--- config.mk ---
export PLATFORM = sky130hd
export DESIGN_NAME = blank_check_verifier
export DESIGN_NICKNAME = d
export VERILOG_FILES = /design/src/rtl/blank_check_verifier.sv
export SDC_FILE = /design/constraint.sdc
export NUM_CORES = 1
export LEC_CHECK = 0
export ABC_AREA = 1
export BUFFER_PORTS_ARGS = -buffer_cell sky130_fd_sc_hd__clkbuf_2
export CORE_MARGIN = 4
export CORE_UTILIZATION = 59
export CTS_CLUSTER_SIZE = 28
export DETAILED_ROUTE_END_ITERATION = 16
export GPL_TIMING_DRIVEN = 0
export PLACE_DENSITY = 0.77
export SLEW_MARGIN = 25
export SYNTH_ARGS = -nofsm -noshare
export SYNTH_HDL_FRONTEND = slang
export SYNTH_SLANG_ARGS = --single-unit
--- constraint.sdc ---
create_clock -name clk -period 2.4 [get_ports clk]
set_input_delay 0.48 -clock clk [delete_from_list [all_inputs] [get_ports clk]]
set_output_delay 0.48 -clock clk [all_outputs]
set_load 0.01 [all_outputs]
--- src/rtl/blank_check_verifier.sv ---
module blank_check_verifier #(
  parameter int ADDR_W = 22,
  parameter int CFG_N = 16,
  parameter logic [ADDR_W-1:0] ID_ADDR_A = 22'h3FFFFE,
  parameter logic [ADDR_W-1:0] ID_ADDR_B = 22'h3FFFFF,
  localparam int IDX_W = $clog2(CFG_N)
) (
  input  logic              clk,
  input  logic              rst_n,
  input  logic              clr,
  input  logic              in_valid,
  input  logic [ADDR_W-1:0] in_addr,
  input  logic [7:0]        in_data,
  input  logic [1:0]        in_region,
  input  logic              stream_end,
  input  logic              cfg_we,
  input  logic [IDX_W-1:0]  cfg_idx,
  input  logic [7:0]        cfg_val,
  output logic              pass,
  output logic              fail,
  output logic [ADDR_W-1:0] fail_addr,
  output logic [7:0]        fail_data
);

  logic [7:0] cfg_tab [CFG_N];

  wire       skip    = (in_addr == ID_ADDR_A) || (in_addr == ID_ADDR_B);
  wire [7:0] want    = (in_region == 2'd3) ? cfg_tab[in_addr[IDX_W-1:0]] : 8'hFF;
  wire       settled = pass | fail;
  wire       miss    = in_valid && !settled && !skip && (in_data != want);

  always_ff @(posedge clk or negedge rst_n) begin
    if (!rst_n) begin
      for (int i = 0; i < CFG_N; i++) cfg_tab[i] <= 8'hFF;
    end else if (cfg_we) begin
      cfg_tab[cfg_idx] <= cfg_val;
    end
  end

  always_ff @(posedge clk or negedge rst_n) begin
    if (!rst_n) begin
      pass      <= 1'b0;
      fail      <= 1'b0;
      fail_addr <= '0;
      fail_data <= '0;
    end else if (clr) begin
      pass      <= 1'b0;
      fail      <= 1'b0;
      fail_addr <= '0;
      fail_data <= '0;
    end else if (miss) begin
      fail      <= 1'b1;
      fail_addr <= in_addr;
      fail_data <= in_data;
    end else if (stream_end && !settled) begin
      pass      <= 1'b1;
    end
  end

endmodule


# [Word level (Yosys, flattened, before mapping)]
# Index checks and enable logic that the tools add are counted.
[word_totals] register_bits=160 latchBits=0 mem_bits_rw=0 rom_bits=0 in_bits=50 wordCells=58 mem_count=0
[classes] addsub=0 mul=0 n_div=0 magnitude_cmp=3 eq_ne=5 shifts=0 n_mux=16 n_bitwise=3 n_reduce_logical=11
[op_table] operator="128-bit bitwise mux" n=1
[op_table] operator="8-bit two-way mux" n=6
[op_table] operator="22-bit == test, second input constant" n=2
[op_table] operator="22-bit two-way mux" n=2
[op_table] operator="8-bit binary-select mux with 4-bit select" n=1
[op_table] operator="8-bit demux with 4-bit select" n=1
[op_table] operator="5-bit greater-or-equal comparator, second input constant" n=2
[op_table] operator="4-bit NOT with 5-bit output" n=2
[op_table] operator="8-bit inequality test" n=1
[op_table] operator="1-bit logical AND" n=5
[op_table] operator="5-bit by 1-bit < comparator with 1-bit output, second input constant" n=1
[op_table] operator="1-bit two-way mux" n=5
[op_table] operator="2-bit nonzero test" n=2
[op_table] operator="2-bit == test, second input constant" n=1
[op_table] operator="1-bit zero test" n=2
[op_table] operator="2-bit inequality test, second input constant" n=1
[op_table] operator="2-bit AND reduction" n=1
[op_table] operator="1-bit logical OR" n=1
[op_table] operator="1-bit OR" n=1

# [Longest topological paths before layout]
# Gate-level depths: netlist (run 1).
[logic_depth] depth_word=9 mapped_depth=19 depth_no_buf=18

# [Worst setup path after synthesis (run 1)]
# OpenSTA, ideal clock, no wires.
[synth_timing] kind="input-to-reg" startpoint="input port in_addr[0]" endpoint="register fail_addr[21]" setup_ns=0.118 t_arrival_ns=1.890 required_time_ns=2.282 setup_slack_ns=0.392 path_stages=18 path_buffers=2 cell_sequence="inv_2 clkbuf_1 nand2_1 nand3_1 nand3_1 nand2_1 nand2_1 nor2_1 nand2_1 nand2_1 nand2_1 nand2_1 nor2_1 nand2_1 nand2_2 buf_6 nand3_1 nand2_1"
[synth_via] elab_chain_len=8
[synth_lines] item="start, declared" line="12" source="input logic [ADDR_W-1:0] in_addr,"
[synth_lines] item="4-bit NOT with 5-bit output (implied by the code)" line="28" source="wire [7:0] want = (in_region == 2'd3) ? cfg_tab[in_addr[IDX_W-1:0]] : 8'hFF;"
[synth_lines] item="8-bit binary-select mux with 4-bit select" line="28"
[synth_lines] item="8-bit two-way mux (implied by the code) (2 in a row)" line="28"
[synth_lines] item="8-bit two-way mux" line="28"
[synth_lines] item="8-bit inequality test" line="30" source="wire miss = in_valid && !settled && !skip && (in_data != want);"
[synth_lines] item="1-bit logical AND *" line="30"
[synth_lines] item="2-bit nonzero test (no source line) *"
[synth_lines] item="end signal, assigned" line="53" source="fail_addr <= in_addr;"
[synth_lines] item="end, declared" line="21" source="output logic [ADDR_W-1:0] fail_addr,"
# Every way passes the cells marked *; elsewhere a longest branch is shown, timed or not. The select of a mux whose other input is x is not followed.
# A chain may end at the register's enable or synchronous reset.

# [Worst setup path in the final report (run 1)]
[layout_timing] startpoint="input port in_addr[1]" endpoint="register fail_addr[1]"
[layout_via] elab_chain_len=8
[layout_lines] item="4-bit NOT with 5-bit output (implied by the code)" line="28"
[layout_lines] item="8-bit binary-select mux with 4-bit select" line="28"
[layout_lines] item="8-bit two-way mux (implied by the code) (2 in a row)" line="28"
[layout_lines] item="8-bit two-way mux" line="28"
[layout_lines] item="8-bit inequality test" line="30"
[layout_lines] item="1-bit logical AND" line="30"
[layout_lines] item="2-bit nonzero test (no source line)"
# Several ways; a longest one is shown, not always the timed one. The select of a mux whose other input is x is not followed.

==> impl_metrics.json, run 1 <==
{
  "outcome": "finished, final reports clean",
  "synth.area.top_cells": "dfstp_2 (44%), nand2_1 (16%), dfrtp_1 (10%)",
  "num-fill-cells": 1059,
  "synth_nets": 1020,
  "p_switching_uw": 2210,
  "syn_inst": 970,
  "cts_inserted_buffers": 17,
  "critical_path.top_delay_family": "simple AND/OR/NAND/NOR gates",
  "fin_crit_ns": 2.23,
  "synth_top_cell_by_area": "dfstp_2",
  "port_buffers": 81,
  "die_h_um": 122,
  "crit_buf_inv": 3,
  "num_antenna_cells": 0,
  "clk_latency_ns": 0.44,
  "finalSetupViolCount": 0,
  "maxCapViolCount": 0,
  "route.detailed.drc": 0,
  "p_comb_frac": 0.169,
  "cts.clk_slew.worst_paths_ns": 0.06,
  "rows": 41,
  "fmax_mhz": 448,
  "p_per_area_mw_per_mm2": 846,
  "required_ns": 2.78,
  "worstMarginPinSlew_ns": 0.718,
  "startpoint_type": "primary input",
  "min_path_type": "in -> async",
  "cpPeakStageDelay_ns": 0.50,
  "cts_max_path_buffers": 2,
  "dr.pass1.iters": 6,
  "tritoncts": "yes",
  "die_x_um": 122,
  "cpMostUsedCell": "nand2_1",
  "slowest_stage": "clkbuf_1",
  "r2r-end": "fail_addr[1]",
  "synth_seq_area_share": 0.542,
  "ys.warnings.count": 0,
  "regToRegSetupSlack_ns": 0.23,
  "core-area_mm2": 0.0127,
  "multi_input_area_mm2": 0.00301,
  "vias": 7166,
  "num-nets-final": 1121,
  "cts_sinks": 160,
  "hold_buffers": 0,
  "initial_core_util": 0.607,
  "power.share.switching": 0.293,
  "drtAntennaViolNets": 0,
  "crit_path_cell_trace": "clkbuf_2, clkbuf_1, nor2_1, o21ai_0, a21oi_1, nor2_2, nand3b_1, nand2_1, nand2_1, nor2_1, nand2_1, nand2_2, buf_6, nand3_1, nand2_1",
  "cp_max_fo": 10,
  "timing.rr.start": "cfg_tab[41]",
  "hold_viol": 0,
  "place_inst": 1224,
  "clkPwrFrac": 0.325,
  "reg2reg_depth": 17,
  "area_growth_syn_to_layout_pct": 15.8,
  "die_area_mm2": 0.0149,
  "p_leak_uw": 0.00420,
  "viasPerCell": 5.71,
  "share_seq_of_total_power": 0.506,
  "intPower_uw": 5320,
  "pin_count": 82,
  "layout.cells.non_filler": 1256,
  "cts_root_buf": "clkbuf_16",
  "htreeDepth": 4,
  "grt_usage": 0.307,
  "drt-wirelength-per-cell_um": 17.7,
  "drive_gt1_frac": 0.250,
  "worstSetupPathType": "in -> reg",
  "grt_max_degree": 91,
  "avgSynthCellArea_um2": 7.92,
  "rsz0062_at_grt": "no",
  "slew_headroom": 0.521,
  "grt_pass1_wl_um": 34600,
  "antenna_found_initial": 0,
  "grt_pass1_vias": 6537,
  "place_hpwl_um": 15500,
  "post-cts-setup-buffers": 0,
  "synth_top_area_frac": 0.438,
  "cp.arrival_ns": 2.61,
  "fin_crit_sh": 0.930,
  "ys_ff_latch": 160,
  "drv_slew": 0,
  "gp_congestion": 0.955,
  "grt_overflow": 0,
  "synthDistinctLibCells": 25,
  "wirelength_um": 22200,
  "worstSetupEndpointType": "flop",
  "fin_worst_skew_ns": 0.00870,
  "vdd_drop_max_mv": 0.701,
  "final.setup.tns_ns": 0,
  "synth_area_mm2": 0.00769,
  "first_iter_violations": 875,
  "seq_area_mm2": 0.00416
}
## registers in the layout, summed over array words and instances, names as in the netlist
name and count:
pass 1, fail_data 8, cfg_tab 128, fail_addr 22, fail 1
## placed cells by master, fill, tap and decap left out, types with 2 or more instances in the layout
| cell | netlist | routed |
|---|---|---|
| nand3_1 | 69 | 69 |
| dfstp_2 | 128 | 128 |
| clkbuf_16 | 0 | 17 |
| buf_1 | 4 | 3 |
| inv_1 | 67 | 67 |
| inv_4 | 0 | 2 |
| nand2_2 | 2 | 2 |
| clkbuf_4 | 0 | 3 |
| clkbuf_1 | 35 | 34 |
| nor2_2 | 1 | 4 |
| dfrtp_1 | 32 | 32 |
| nand2_1 | 323 | 323 |
| buf_2 | 10 | 7 |
| clkbuf_2 | 0 | 83 |
| clkbuf_8 | 0 | 2 |
| nor2_1 | 76 | 73 |
| nand3b_1 | 2 | 2 |
| o21ai_0 | 122 | 122 |
| inv_2 | 4 | 2 |
| o21ai_1 | 5 | 5 |
| clkinv_2 | 0 | 8 |
| nand4_1 | 49 | 49 |
| buf_4 | 3 | 2 |
| a21oi_1 | 25 | 25 |
| or2_0 | 5 | 5 |
| buf_6 | 3 | 6 |
## worst max path at each step
| stage | slack (ns) | start | end | cells past startpoint |
|---|---|---|---|---|
| after floorplan | 0.39 | in_addr[0] | fail_addr[21] | 18 |
| after global placement | -1.79 | rst_n | fail_data[5] | 1 |
| after detailed placement | -0.52 | in_addr[0] | fail_data[3] | 18 |
| after CTS | 0.09 | in_addr[0] | fail_addr[4] | 18 |
| after global routing | 0.01 | in_addr[1] | fail_data[3] | 15 |
| final | 0.17 | in_addr[1] | fail_addr[1] | 15 |
## power groups by stage
stage               registers, uW  logic, uW  clock network [uW]
finish                       3810       1270                2450
detailed placement           3820       1250                   0
floorplan                    3770        809                   0
global route                 3860       1440                2560
CTS                          3790       1250                2450
global placement             3810       1200                   0
## layer usage
layer | track usage | wire length, um | part of all wire | vias up
met5 | 0 | 0 | 0 | -
met2 | 0.479 | 10400 | 0.47 | 364
met1 | 0.428 | 9290 | 0.42 | 3405
met4 | 0.127 | 584 | 0.026 | 0
li1 | - | - | - | 3345
met3 | 0.0548 | 1890 | 0.085 | 52
## cell type report
type | count | area share
clock inverters | 11 | 0.00731
plain buffers | 55 | 0.0318
well taps | 172 | 0.0242
inverters | 72 | 0.0309
repair buffers | 82 | 0.0496
clock buffers | 21 | 0.0506
multi-input cells | 683 | 0.338
flip-flops and latches | 160 | 0.468
## per-stage QoR
stage | setup WS (ns) | cell area [um^2] | power (uW) | utilization | hold slack (ns)
finish | 0.168 | 8900 | 7530 | 0.702 | 0.0476
global route | 0.0134 | 8900 | 7860 | 0.702 | 0.0995
CTS | 0.0931 | 8860 | 7490 | 0.699 | 0.0707
detailed placement | -0.519 | 8340 | 5070 | 0.658 | 0.481
global placement | -1.79 | 8310 | 5010 | 0.656 | 0.474
floorplan | 0.392 | 7690 | 4580 | - | 0.184
## cells in the mapped netlist (all sizes together)
cell,count
nand2,325
dfstp,128
o21ai,127
nor2,77
inv,71
nand3,69
nand4,49
clkbuf,35
dfrtp,32
a21oi,25
buf,20
or2,7
nand3b,2
clkinv,1
nor3,1
nor4,1
## logic make-up (layout without fill, tap and decap cells)
logic type,count (synthesis),in the layout,synth area share
compound gates,152,152,0.0990
flops,160,160,0.542
simple gates,531,531,0.291
buf+inv,127,241,0.0680
## repair_timing
action / CTS / global route
gates resized for setup: 1 / 24
gates cloned: 0 / 0
endpoints found under the setup margin: 31 / 32
(Power assumes the default switching activity.)
==> run 2, diff against run 1 <==
BUFFER_PORTS_ARGS = default   (was -buffer_cell sky130_fd_sc_hd__clkbuf_2)
CORE_UTILIZATION = 35   (was 59)
DONT_BUFFER_PORTS = 1   (was default)
PLACE_DENSITY = 0.46   (was 0.77)
==> impl_metrics.json, run 2 (synthesis gave the netlist of run 1 again) <==
{
  "outcome": "finished with violations",
  "violations": "hold timing",
  "worstSetupEndpointType": "flop",
  "place_hpwl_um": 17700,
  "finalSetupViolCount": 0,
  "largestRegisters": "cfg_tab (128), fail_addr (22), fail_data (8)",
  "cts.clk_slew.worst_paths_ns": 0.07,
  "required_ns": 2.77,
  "cts_sinks": 160,
  "worstSetupPathType": "in -> reg",
  "tritoncts": "yes",
  "mostFrequentLayoutCells": "nand2_1 (323), dfstp_2 (128), o21ai_0 (122), nor2_1 (76), nand3_1 (69)",
  "grt_overflow": 0,
  "drtAntennaViolNets": 0,
  "die_h_um": 156,
  "setup_slack_ns": 0.246,
  "top_register": "cfg_tab",
  "drt-wirelength-per-cell_um": 20.0,
  "die_area_mm2": 0.0244,
  "hold_viol": 160,
  "final.setup.tns_ns": 0,
  "min_path_type": "in -> async",
  "pin_count": 82,
  "cts_max_path_buffers": 2,
  "largest_reg_flops": 128,
  "vdd_drop_max_mv": 0.467,
  "fmax_mhz": 464,
  "num-nets-final": 1039,
  "port_buffers": 0,
  "area_growth_syn_to_layout_pct": 11.9,
  "grt_pass1_vias": 6337,
  "vias": 6488,
  "antenna_found_initial": 0,
  "drive_gt1_frac": 0.187,
  "cp.arrival_ns": 2.52,
  "viasPerCell": 5.08,
  "regToRegSetupSlack_ns": 0.29,
  "rsz0062_at_grt": "no",
  "cts_root_buf": "clkbuf_16",
  "slew_headroom": 0.411,
  "first_iter_violations": 601,
  "wirelength_um": 25500,
  "grt_max_degree": 161,
  "clk_latency_ns": 0.43,
  "num_antenna_cells": 0,
  "layout_commonest_cell": "nand2_1",
  "p_per_area_mw_per_mm2": 877,
  "startpoint_type": "primary input",
  "grt_usage": 0.215,
  "htreeDepth": 4,
  "cts_inserted_buffers": 17,
  "power_uw": 7540,
  "p_leak_uw": 0.00384,
  "fin_crit_sh": 0.897,
  "worstMarginPinSlew_ns": 0.884,
  "whs_ns": -0.250,
  "layout.cells.non_filler": 1277,
  "dr.pass1.iters": 5,
  "initial_core_util": 0.361,
  "fin_crit_ns": 2.15,
  "fin_worst_skew_ns": 0.0101,
  "pre_cts_ws_ns": -0.525,
  "maxCapViolCount": 0,
  "core-area_mm2": 0.0213,
  "grt_pass1_wl_um": 39300,
  "rows": 53,
  "place_inst": 1245,
  "cp_max_fo": 10,
  "gp_congestion": 0.859,
  "drv_slew": 0,
  "die_x_um": 156,
  "route.detailed.drc": 0
}
-- run 2: cell types whose count changed in the layout (fill, tap and decap cells not counted), sizes merged --
cell and delta:
clkbuf -87, buf +1, bufinv +1, inv +2, clkinvlp +1
-- run 2: layout make-up --
class                           count  area, um^2
Clock buffer                       17         425
Fill cell                        2227       12700
Sequential cell                   160        4160
Clock inverter                     15         138
Tap cell                          275         344
Inverter                           72         270
Multi-Input combinational cell    683        3000
Buffer                             55         260
-- run 2: critical path, stage by stage --
cell and delay [ns]:
inv_2 0.18, buf_2 0.34, nand2_1 0.09, nand3_1 0.13, nand3_1 0.10, nand2_1 0.07
nand2_1 0.06, nor2_1 0.18, nand3_1 0.10, nand2_1 0.07, nand2_1 0.05, nor2_1 0.07
nand2_1 0.11, nand2_2 0.14, buf_6 0.16, nand3_1 0.08, nand2_1 0.08
-- run 2: report_power, final --
group	leakage [uW]	internal [uW]	total [uW]	switching, uW
Combinational	0.00180	396	1080	684
Sequential	0.00177	3520	3820	302
Clock	0.000272	1440	2640	1200
-- run 2: path summary, 6_finish.rpt --
path	startpoint	end	depth (start not counted)
setup / recovery	in_addr[0]	fail_data[1]	17
max in group asynchronous	rst_n	cfg_tab[103]	0
min in group clk	clr	fail	1
hold / removal	rst_n	fail_data[7]	0
setup reg to reg	cfg_tab[40]	fail_data[1]	17
hold reg to reg	cfg_tab[114]	cfg_tab[114]	2
-- run 2: metal layers --
layer	up-vias	track usage	share of wire
met3	20	0.0494	0.061
met1	3126	0.303	0.46
li1	3181	-	-
met4	0	0.0467	0.012
met2	161	0.341	0.47
met5	-	0	0
-- run 2: repair_timing --
action                     CTS  global route
resized for setup            1             8
hold endpoints to repair   160           160
setup buffers                0             0
setup endpoints to repair   31            32
-- run 2: per-stage QoR --
| step | util | instance area [um^2] |
|---|---|---|
| finish | 0.404 | 8600 |
| global route | 0.404 | 8600 |
| CTS | 0.404 | 8590 |
| detailed placement | 0.377 | 8030 |
| global placement | 0.377 | 8030 |
| floorplan | - | 7690 |
